--- config.mk ---
export PLATFORM = sky130hd
export DESIGN_NAME = dma_dest_seq
export DESIGN_NICKNAME = d
export VERILOG_FILES = /design/src/rtl/dds_pkg.sv /design/src/rtl/dds_ctrl.sv /design/src/rtl/dds_datapath.sv /design/src/rtl/dma_dest_seq.sv
export SDC_FILE = /design/constraint.sdc
export NUM_CORES = 2
export LEC_CHECK = 0
export ABC_AREA = 1
export BUFFER_PORTS_ARGS = -buffer_cell sky130_fd_sc_hd__buf_2
export CAP_MARGIN = 20
export CELL_PAD_IN_SITES_DETAIL_PLACEMENT = 0
export CELL_PAD_IN_SITES_GLOBAL_PLACEMENT = 2
export CORE_ASPECT_RATIO = 0.8
export CORE_MARGIN = 5
export CORE_UTILIZATION = 29
export CTS_CLUSTER_SIZE = 40
export DETAILED_ROUTE_END_ITERATION = 8
export PLACE_DENSITY_LB_ADDON = 0.15
export SYNTH_ARGS = -nofsm -noshare
export SYNTH_HDL_FRONTEND = slang
export SYNTH_SLANG_ARGS = --single-unit
--- constraint.sdc ---
create_clock -name clk -period 5.7 [get_ports clk]
set_input_delay 1.14 -clock clk [delete_from_list [all_inputs] [get_ports clk]]
set_output_delay 1.14 -clock clk [all_outputs]
set_load 0.01 [all_outputs]
--- src/rtl/dds_pkg.sv ---
`timescale 1ns/1ps
package dds_pkg;

  typedef enum logic [1:0] {
    S_IDLE,
    S_BURST,
    S_STATUS
  } seqState_t;

  // strobes from control to datapath
  typedef struct packed {
    logic loadFirst;  // begin a run at entry 0
    logic burstDone;  // current burst acknowledged
    logic bufDone;    // completion word acknowledged, advance entry
    logic lock;       // run active: configuration is frozen
  } seqStrobe_t;

  localparam int unsigned FIELD_LO  = 0;
  localparam int unsigned FIELD_HI  = 1;
  localparam int unsigned FIELD_LEN = 2;
  localparam int unsigned CMD_START = 0;
  localparam int unsigned CMD_STOP  = 1;

endpackage

--- src/rtl/dds_ctrl.sv ---
`timescale 1ns/1ps
module dds_ctrl
  import dds_pkg::*;
#(
  parameter int unsigned REG_AW    = 6,
  parameter int unsigned CTRL_WORD = 32
) (
  input  logic              clk,
  input  logic              rstN,
  input  logic              regWrEn,
  input  logic [REG_AW-1:0] regAddr,
  input  logic [1:0]        cmdBits,
  input  logic              reqAck,
  input  logic              statAck,
  input  logic              lastBurst,
  output logic              reqValid,
  output logic              statValid,
  output seqStrobe_t        strb
);

  seqState_t state, nextState;
  logic stopPending;
  logic cmdWrite, startCmd, stopCmd, stopReq;

  assign cmdWrite = regWrEn && (regAddr == REG_AW'(CTRL_WORD));
  assign startCmd = cmdWrite && cmdBits[CMD_START] && !cmdBits[CMD_STOP];
  assign stopCmd  = cmdWrite && cmdBits[CMD_STOP];
  assign stopReq  = stopPending || stopCmd;

  assign reqValid  = (state == S_BURST);
  assign statValid = (state == S_STATUS);

  always_comb begin
    nextState = state;
    strb      = '0;
    strb.lock = (state != S_IDLE);
    unique case (state)
      S_IDLE: begin
        if (startCmd) begin
          strb.loadFirst = 1'b1;
          nextState      = S_BURST;
        end
      end
      S_BURST: begin
        if (reqAck) begin
          strb.burstDone = 1'b1;
          if (lastBurst)    nextState = S_STATUS;
          else if (stopReq) nextState = S_IDLE;
        end
      end
      S_STATUS: begin
        if (statAck) begin
          strb.bufDone = 1'b1;
          nextState    = stopReq ? S_IDLE : S_BURST;
        end
      end
      default: nextState = S_IDLE;
    endcase
  end

  always_ff @(posedge clk or negedge rstN) begin
    if (!rstN) begin
      state       <= S_IDLE;
      stopPending <= 1'b0;
    end else begin
      state <= nextState;
      if (nextState == S_IDLE)
        stopPending <= 1'b0;
      else if (stopCmd && state != S_IDLE)
        stopPending <= 1'b1;
    end
  end

endmodule

--- src/rtl/dds_datapath.sv ---
`timescale 1ns/1ps
module dds_datapath
  import dds_pkg::*;
#(
  parameter int unsigned ENTRIES     = 8,
  parameter int unsigned ADDR_W      = 64,
  parameter int unsigned LEN_W       = 32,
  parameter int unsigned BURST_BYTES = 256,
  parameter int unsigned CNT_W       = 24,
  parameter int unsigned IDX_PAY_W   = 8,
  parameter int unsigned REG_AW      = 6
) (
  input  logic                       clk,
  input  logic                       rstN,
  input  logic                       regWrEn,
  input  logic [REG_AW-1:0]          regAddr,
  input  logic [31:0]                regWrData,
  input  seqStrobe_t                 strb,
  output logic                       lastBurst,
  output logic [ADDR_W-1:0]          reqAddr,
  output logic [ADDR_W-1:0]          statAddr,
  output logic [CNT_W+IDX_PAY_W-1:0] statData
);

  localparam int unsigned IDX_W   = (ENTRIES > 1) ? $clog2(ENTRIES) : 1;
  localparam int unsigned SHIFT   = $clog2(BURST_BYTES);
  localparam int unsigned HI_W    = ADDR_W - 32;
  localparam int unsigned STAT_LO = 4 * ENTRIES + 1;
  localparam int unsigned STAT_HI = 4 * ENTRIES + 2;

  logic [ADDR_W-1:0] tblAddr [ENTRIES];
  logic [LEN_W-1:0]  tblLen  [ENTRIES];
  logic              regOpen;

  assign regOpen = regWrEn && !strb.lock;

  for (genvar e = 0; e < ENTRIES; e++) begin : g_entry
    localparam logic [REG_AW-1:0] W_LO  = REG_AW'(4 * e + FIELD_LO);
    localparam logic [REG_AW-1:0] W_HI  = REG_AW'(4 * e + FIELD_HI);
    localparam logic [REG_AW-1:0] W_LEN = REG_AW'(4 * e + FIELD_LEN);
    logic [ADDR_W-1:0] addrQ;
    logic [LEN_W-1:0]  lenQ;

    always_ff @(posedge clk or negedge rstN) begin
      if (!rstN) begin
        addrQ <= '0;
        lenQ  <= '0;
      end else if (regOpen) begin
        if (regAddr == W_LO)  addrQ[31:0]       <= regWrData;
        if (regAddr == W_HI)  addrQ[ADDR_W-1:32] <= regWrData[HI_W-1:0];
        if (regAddr == W_LEN) lenQ              <= LEN_W'(regWrData);
      end
    end

    assign tblAddr[e] = addrQ;
    assign tblLen[e]  = lenQ;
  end

  logic [ADDR_W-1:0] statAddrQ;
  always_ff @(posedge clk or negedge rstN) begin
    if (!rstN) begin
      statAddrQ <= '0;
    end else if (regOpen) begin
      if (regAddr == REG_AW'(STAT_LO)) statAddrQ[31:0]       <= regWrData;
      if (regAddr == REG_AW'(STAT_HI)) statAddrQ[ADDR_W-1:32] <= regWrData[HI_W-1:0];
    end
  end

  function automatic logic [LEN_W-1:0] toBursts(input logic [LEN_W-1:0] len);
    logic [LEN_W-1:0] b;
    b = len >> SHIFT;
    return (b == '0) ? LEN_W'(1) : b;
  endfunction

  logic [IDX_W-1:0]  curIdx, nextIdx;
  logic [ADDR_W-1:0] curAddr;
  logic [LEN_W-1:0]  remBursts;
  logic [CNT_W-1:0]  doneCnt;

  assign nextIdx   = (curIdx == IDX_W'(ENTRIES - 1)) ? '0 : curIdx + IDX_W'(1);
  assign lastBurst = (remBursts == LEN_W'(1));

  always_ff @(posedge clk or negedge rstN) begin
    if (!rstN) begin
      curIdx    <= '0;
      curAddr   <= '0;
      remBursts <= '0;
      doneCnt   <= '0;
    end else if (strb.loadFirst) begin
      curIdx    <= '0;
      curAddr   <= tblAddr[0];
      remBursts <= toBursts(tblLen[0]);
      doneCnt   <= '0;
    end else if (strb.burstDone) begin
      curAddr   <= curAddr + ADDR_W'(BURST_BYTES);
      remBursts <= remBursts - LEN_W'(1);
      if (lastBurst) doneCnt <= doneCnt + CNT_W'(1);
    end else if (strb.bufDone) begin
      curIdx    <= nextIdx;
      curAddr   <= tblAddr[nextIdx];
      remBursts <= toBursts(tblLen[nextIdx]);
    end
  end

  assign reqAddr  = curAddr;
  assign statAddr = statAddrQ;
  assign statData = {doneCnt, IDX_PAY_W'(curIdx)};

endmodule

--- src/rtl/dma_dest_seq.sv ---
`timescale 1ns/1ps
module dma_dest_seq
  import dds_pkg::*;
#(
  parameter int unsigned ENTRIES     = 8,
  parameter int unsigned ADDR_W      = 64,
  parameter int unsigned LEN_W       = 32,
  parameter int unsigned BURST_BYTES = 256,
  parameter int unsigned CNT_W       = 24,
  parameter int unsigned REG_AW      = 6
) (
  input  logic                clk,
  input  logic                rstN,
  input  logic                regWrEn,
  input  logic [REG_AW-1:0]   regAddr,
  input  logic [31:0]         regWrData,
  output logic                reqValid,
  output logic [ADDR_W-1:0]   reqAddr,
  output logic [LEN_W-1:0]    reqBytes,
  input  logic                reqAck,
  output logic                statValid,
  output logic [ADDR_W-1:0]   statAddr,
  output logic [CNT_W+7:0]    statData,
  input  logic                statAck
);

  localparam int unsigned CTRL_WORD = 4 * ENTRIES;

  seqStrobe_t strb;
  logic       lastBurst;

  dds_ctrl #(
    .REG_AW   (REG_AW),
    .CTRL_WORD(CTRL_WORD)
  ) u_ctrl (
    .clk      (clk),
    .rstN     (rstN),
    .regWrEn  (regWrEn),
    .regAddr  (regAddr),
    .cmdBits  (regWrData[1:0]),
    .reqAck   (reqAck),
    .statAck  (statAck),
    .lastBurst(lastBurst),
    .reqValid (reqValid),
    .statValid(statValid),
    .strb     (strb)
  );

  dds_datapath #(
    .ENTRIES    (ENTRIES),
    .ADDR_W     (ADDR_W),
    .LEN_W      (LEN_W),
    .BURST_BYTES(BURST_BYTES),
    .CNT_W      (CNT_W),
    .IDX_PAY_W  (8),
    .REG_AW     (REG_AW)
  ) u_dp (
    .clk      (clk),
    .rstN     (rstN),
    .regWrEn  (regWrEn),
    .regAddr  (regAddr),
    .regWrData(regWrData),
    .strb     (strb),
    .lastBurst(lastBurst),
    .reqAddr  (reqAddr),
    .statAddr (statAddr),
    .statData (statData)
  );

  assign reqBytes = LEN_W'(BURST_BYTES);

endmodule

After elaboration in Yosys (flattened, before gate mapping)
Cells that the tools add are included.
Storage, ports and cells
  bits of input ports: 43
  word-level logic and storage cells: 153
  output and inout bits: 194
  register bits: 958
Operators by class
  eq/ne operators: 31
  bitwise operators: 1
  reduce and logical (&&, ||, !) cells: 48
  mux-type cells: 36
  order comparisons: 1
  $add $sub $neg: 4
Operators by type and width (count)
  $mux 64: 5
  $bmux 64 s3: 1
  $mux 32: 5
  $mux 24: 5
  $bmux 32 s3: 1
  $eq 6x5->1 const B: 12
  $add 64x9->64 const B: 1
  $logic_not 32->1: 2
  $reduce_and 2->1: 28
  $eq 6x4->1 const B: 6
  $eq 32x1->1 const B: 1
  $sub 32x1->32 const B: 1
  $add 24x1->24 const B: 1
  $eq 6x3->1 const B: 3
  $eq 6x6->1 const B: 3
  $mux 3: 4
  $mux 2: 5
  $reduce_bool 2->1: 5
  $mux 1: 9
  $eq 6x1->1 const B: 1
  $eq 6x2->1 const B: 1
  $logic_and 1x1->1: 6
  $logic_not 6->1: 1
  $pmux 2 s3: 1
  other kinds (11): 13

Logic depth before layout (Yosys ltp)
  depth after elaboration: 11
  mapped depth: 18

Cells and area by module
A second synthesis with hierarchy kept.
Unflattened totals
  cell total of the unflattened synthesis: 5489
  area, all modules: 43384.1 µm²
Modules (own cells, without submodules)
  dds_datapath: sequential area each 22296.4 µm², area each 42877.4 µm², times used 1, cells an instance 5415
  dds_ctrl: sequential area each 75.1 µm², area each 259.0 µm², times used 1, cells an instance 40
  dma_dest_seq: sequential area each 0.0 µm², area each 247.7 µm², times used 1, cells an instance 34

Least setup slack after synthesis
OpenSTA, ideal clock, no wires.
  kind: input port to flip-flop
  start point: in regAddr[1]
  end point: reg u_dp.curAddr[14], in the netlist u_dp.reqAddr[14]
  arrival time: 2.383 ns
  path slack: 3.188 ns
  setup time: 0.129 ns
  cell stages on the path: 9
  cell sequence: nor2_2 nand2_1 nor3_2 nand2_2 buf_2 buf_2 buf_2 o22ai_1 o21ai_0
Between the ends
  word-level cells in the longest chain between the ends: 7
  elaborated cells on any way between the ends: 8
  those cells by class: 1 x eq/ne; 3 x mux; 4 x reduce/logical
Ends and longest elaborated chain
  from (decl): RTL line dma_dest_seq.sv:15  | input logic [REG_AW-1:0] regAddr,
  $eq 6x6->1 *: RTL line dds_ctrl.sv:25  | assign cmdWrite = regWrEn && (regAddr == REG_AW'(CTRL_WORD));
  $logic_and 1x1->1 *: RTL line dds_ctrl.sv:25
  $logic_and 1x1->1 * (2 in a row): RTL line dds_ctrl.sv:26  | assign startCmd = cmdWrite && cmdBits[CMD_START] && !cmdBits[CMD_STOP];
  $mux 1 *: RTL line dds_ctrl.sv:39  | if (startCmd) begin
  $mux 1 *: RTL line dds_ctrl.sv:37  | unique case (state)
  $reduce_bool 3->1 (no line) / $mux 64 (equally long branches)
  to (signal assigned): RTL line dds_datapath.sv:91  | curAddr <= tblAddr[0];
  to (signal assigned): RTL line dds_datapath.sv:95  | curAddr <= curAddr + ADDR_W'(BURST_BYTES);
  to (signal assigned): RTL line dds_datapath.sv:100  | curAddr <= tblAddr[nextIdx];
  to (decl): RTL line dds_datapath.sv:76  | logic [ADDR_W-1:0] curAddr;
Mark *: on every way between the ends. The rest lies on a longest branch, timed or not.
A chain may end at the register's enable or synchronous reset.

Final worst setup path
  start point: reg u_dp.curIdx[0]
  end point: reg u_dp.curAddr[30], in the netlist u_dp.reqAddr[30]
Between the ends
  word-level cells in the longest chain between the ends: 9
  elaborated cells on any way between the ends: 10
  those cells by class: 1 x add/sub; 1 x eq/ne; 7 x mux; 1 x bitwise
Ends and longest elaborated chain
  from (decl): RTL line dds_datapath.sv:75  | logic [IDX_W-1:0] curIdx, nextIdx;
  from (signal assigned): RTL line dds_datapath.sv:99  | curIdx <= nextIdx;
  $add 3x1->3 / $eq 3x3->1 (equally long branches): RTL line dds_datapath.sv:80  | assign nextIdx = (curIdx == IDX_W'(ENTRIES - 1)) ? '0 : curIdx + IDX_W'(1);
  $mux 3 *: RTL line dds_datapath.sv:80
  $not 3->4 (not written as such) *: RTL line dds_datapath.sv:100
  $bmux 64 s3 *: RTL line dds_datapath.sv:100
  $mux 64 (not written as such) * (2 in a row): RTL line dds_datapath.sv:100
  $mux 64 *: RTL line dds_datapath.sv:98  | end else if (strb.bufDone) begin
  $mux 64 *: RTL line dds_datapath.sv:94  | end else if (strb.burstDone) begin
  $mux 64 *: RTL line dds_datapath.sv:89  | end else if (strb.loadFirst) begin
Mark *: on every way between the ends. The rest lies on a longest branch, timed or not. The select of a mux whose other input is x is not followed.

==> key figures <==
Layout
  • Multi-input combinational cell area: 18000 sq um
  • Core Util, Final: 0.334
  • Nets: 5513
  • Fill cells: 16000
  • Post-route cell area: ~50000 sq um
  • Syn-to-layout area delta: 14.8%
  • Most frequent cells in the layout: 1432 x nand2_1, 929 x o21ai_0, 894 x dfrtp_1
  • Layout cells sized above 1: 0.107
  • Commonest non-fill, non-tap cell in the layout: nand2_1
  • Sequential Area: about 22000 sq um

Synth
  • Ys Warns: 0
  • Synthesized instance count: ~5400
  • FFs w/ async S/R, synth: 1.00
  • Post-synthesis sequential area ratio: 0.514
  • Yosys reg bits: 894
  • Post-synth EDFFs: 0
  • Syn_area_per_cell: 8.00 sq um
  • Count of cell types in the netlist: 56
  • Synthesized cell area: roughly 44000 sq um
  • Ys flop type: dfrtp_1

Setup path
  • Largest stage delay on the critical path: 0.53 ns
  • Worst R2R Start: u_dp.curIdx[0]
  • Crit path capture type: flip-flop
  • Critical Path RT: 6.38 ns
  • Worst endpoint data arrival time: approximately 4.4 ns
  • Top delay family on crit path: compound AO/OA/AOI/OAI gates
  • Crit path max fanout: 76
  • Crit path top cell by count: o21ai_0
  • CP Launch Type: flip-flop
  • Crit path from: u_dp.curIdx[0]
  • CP max stage cell: o21ai_0
  • Critical path type: reg2reg
  • Worst-path cell chain: ha_1, ha_4, inv_2, nand2_8, inv_4, o21ai_0, o21ai_0, o21ai_0, o21ai_0, a21oi_1, o21ai_1
  • Critical path buffers and inverters: 2

Power and ir drop
  • Pwr Total: between 15000 and 20000 uW
  • Leakage: 0.0232 uW
  • Worst VDD drop: 243 uV
  • PD cells: 382 nW/um^2

Die
  • IO Count: between 200 and 250
  • Die H: 357 microns
  • Initial core utilization: 0.291
  • Die area: 158000 sq um
  • Die Wd: 443 microns
  • # rows: 127
  • Total core area: 150000 sq um

Place
  • RePlAce Congestion: 0.885
  • Port Buffers: 199
  • Pre-CTS setup slack: 1.42 ns
  • Post-DP HPWL: between 100000 and 150000 microns
  • Post-placement cell area: 46300 sq um

Routing
  • Vias: 37700
  • DR pass1 iterations: 5
  • Per-cell routed wire length: between 20 and 25 microns
  • DRC errors left: 0
  • Total wire length: 176000 microns
  • Antenna viol nets, final: 0
  • DRT iter0 DRCs: 3453
  • Drt via density: 4.99

Clock tree
  • Root buf cell: clkbuf_16
  • Cts hold-fix bufs: 0
  • Setup bufs post-CTS: 0
  • Clock sinks: 894
  • CTS resizes: 0
  • CTS tree: done
  • Worst-Skew Late Latency: between 0.7 and 0.8 ns
  • Longest Clk Path Bufs: 3
  • Reg clk slew, reported paths: 0.06 ns
  • CTS buffer count: 105
  • H-tree Lvls: 3

Global route
  • GRT Total Usage: 0.219
  • Initial antenna violation count: 19
  • Number of global-route vias before repair: 36500
  • GRT overflow: 0
  • First-pass GRT wire length: approximately 260000 microns
  • Pin count of the biggest net entering global routing: 136

STA
  • Slew Limit Fails: 0
  • Setup ws final: 1.95 ns
  • Final Setup Violations: 0
  • Slew @ Worst Pin: 1.15 ns
  • Final hold vios: 0
  • Final min period: about 3.8 ns
  • RSZ-0062 raised after global routing: false
  • Max Fclk: 267 MHz
  • Final TNS setup: 0 ns
  • Max-slew headroom: 0.230
  • Layout Skew: around 0.044 ns
  • Fin crit share: 0.658

Run status
  • Status: finished, final reports clean

Flow run
  • MaxCap Viol Count: 0

Min path
  • Worst min path class: in2async
==> final cells by class <==
type	count	share of cell area
Multi-Input combinational cell	3791	0.360
Tap cell	1999	0.0500
Sequential cell	894	0.448
Timing Repair Buffer	308	0.0407
Inverter	364	0.0275
Clock inverter	43	0.0118
Clock buffer	153	0.0626
Antenna cell	6	0.000300
==> power breakdown <==
part	internal, uW	total [uW]	switching (uW)
combinational	1210	3520	2310
sequential	7340	8300	962
clock	4320	7280	2960
==> final timing paths <==
kind,end,slack (ns),cells past startpoint
setup / recovery,u_dp.reqAddr[30],1.95,11
hold / removal,u_dp.g_entry[4].addrQ[49],0.43,1
setup reg to reg,u_dp.reqAddr[30],1.95,11
hold reg to reg,u_dp.g_entry[5].addrQ[62],0.48,2
max in group asynchronous,u_dp.g_entry[4].addrQ[14],3.83,2
min in group clk,u_dp.g_entry[5].addrQ[62],0.48,2
==> state kept, by name, summed over array words and instances (netlist names) <==
register / count
u_ctrl.state: 2
u_dp.reqAddr: 64
u_dp.g_entry.addrQ: 512
u_dp.g_entry.lenQ: 192
u_ctrl.stopPending: 1
u_dp.curIdx: 3
u_dp.remBursts: 32
u_dp.doneCnt: 24
u_dp.statAddr: 64
==> stage by stage <==
step	std cells	hold slack, ns
detailed placement	7356	0.467
CTS	7552	0.454
global placement	7354	0.460
global route	7553	0.475
floorplan	5479	0.446
finish	7558	0.434
==> synth_stat cells, types with 15 or more instances <==
cell type / n / area (sq um)
o221ai_1: 54 / 473
o22ai_1: 30 / 188
xor2_1: 51 / 447
nand4_1: 37 / 231
o211ai_1: 112 / 841
nand3_1: 280 / 1400
nor2_1: 419 / 1570
nand2_1: 1442 / 5410
buf_4: 58 / 435
xnor2_1: 15 / 131
inv_1: 351 / 1320
a21oi_1: 153 / 766
a32o_1: 16 / 160
o21ai_0: 929 / 4650
dfrtp_1: 894 / 22400
or2_2: 41 / 257
buf_2: 120 / 601
nor3_1: 48 / 240
clkbuf_1: 234 / 878
a31oi_1: 24 / 150
==> metal layers <==
metal | track usage | share of wire
met5 | 0 | 0.00014
met2 | 0.329 | 0.43
met4 | 0.0538 | 0.025
met1 | 0.326 | 0.49
met3 | 0.0385 | 0.054
==> cell families after synthesis <==
group | after synthesis | share of synthesized area
simple gates | 2321 | 0.219
compound gates | 1360 | 0.173
flops | 894 | 0.514
buf+inv | 794 | 0.0786
xor+xnor | 66 | 0.0133
fa+ha+maj | 6 | 0.00172
other cells | 2 | 0.000172
mux | 1 | 0.000230
Note: power is estimated with default switching activity, not from simulation.
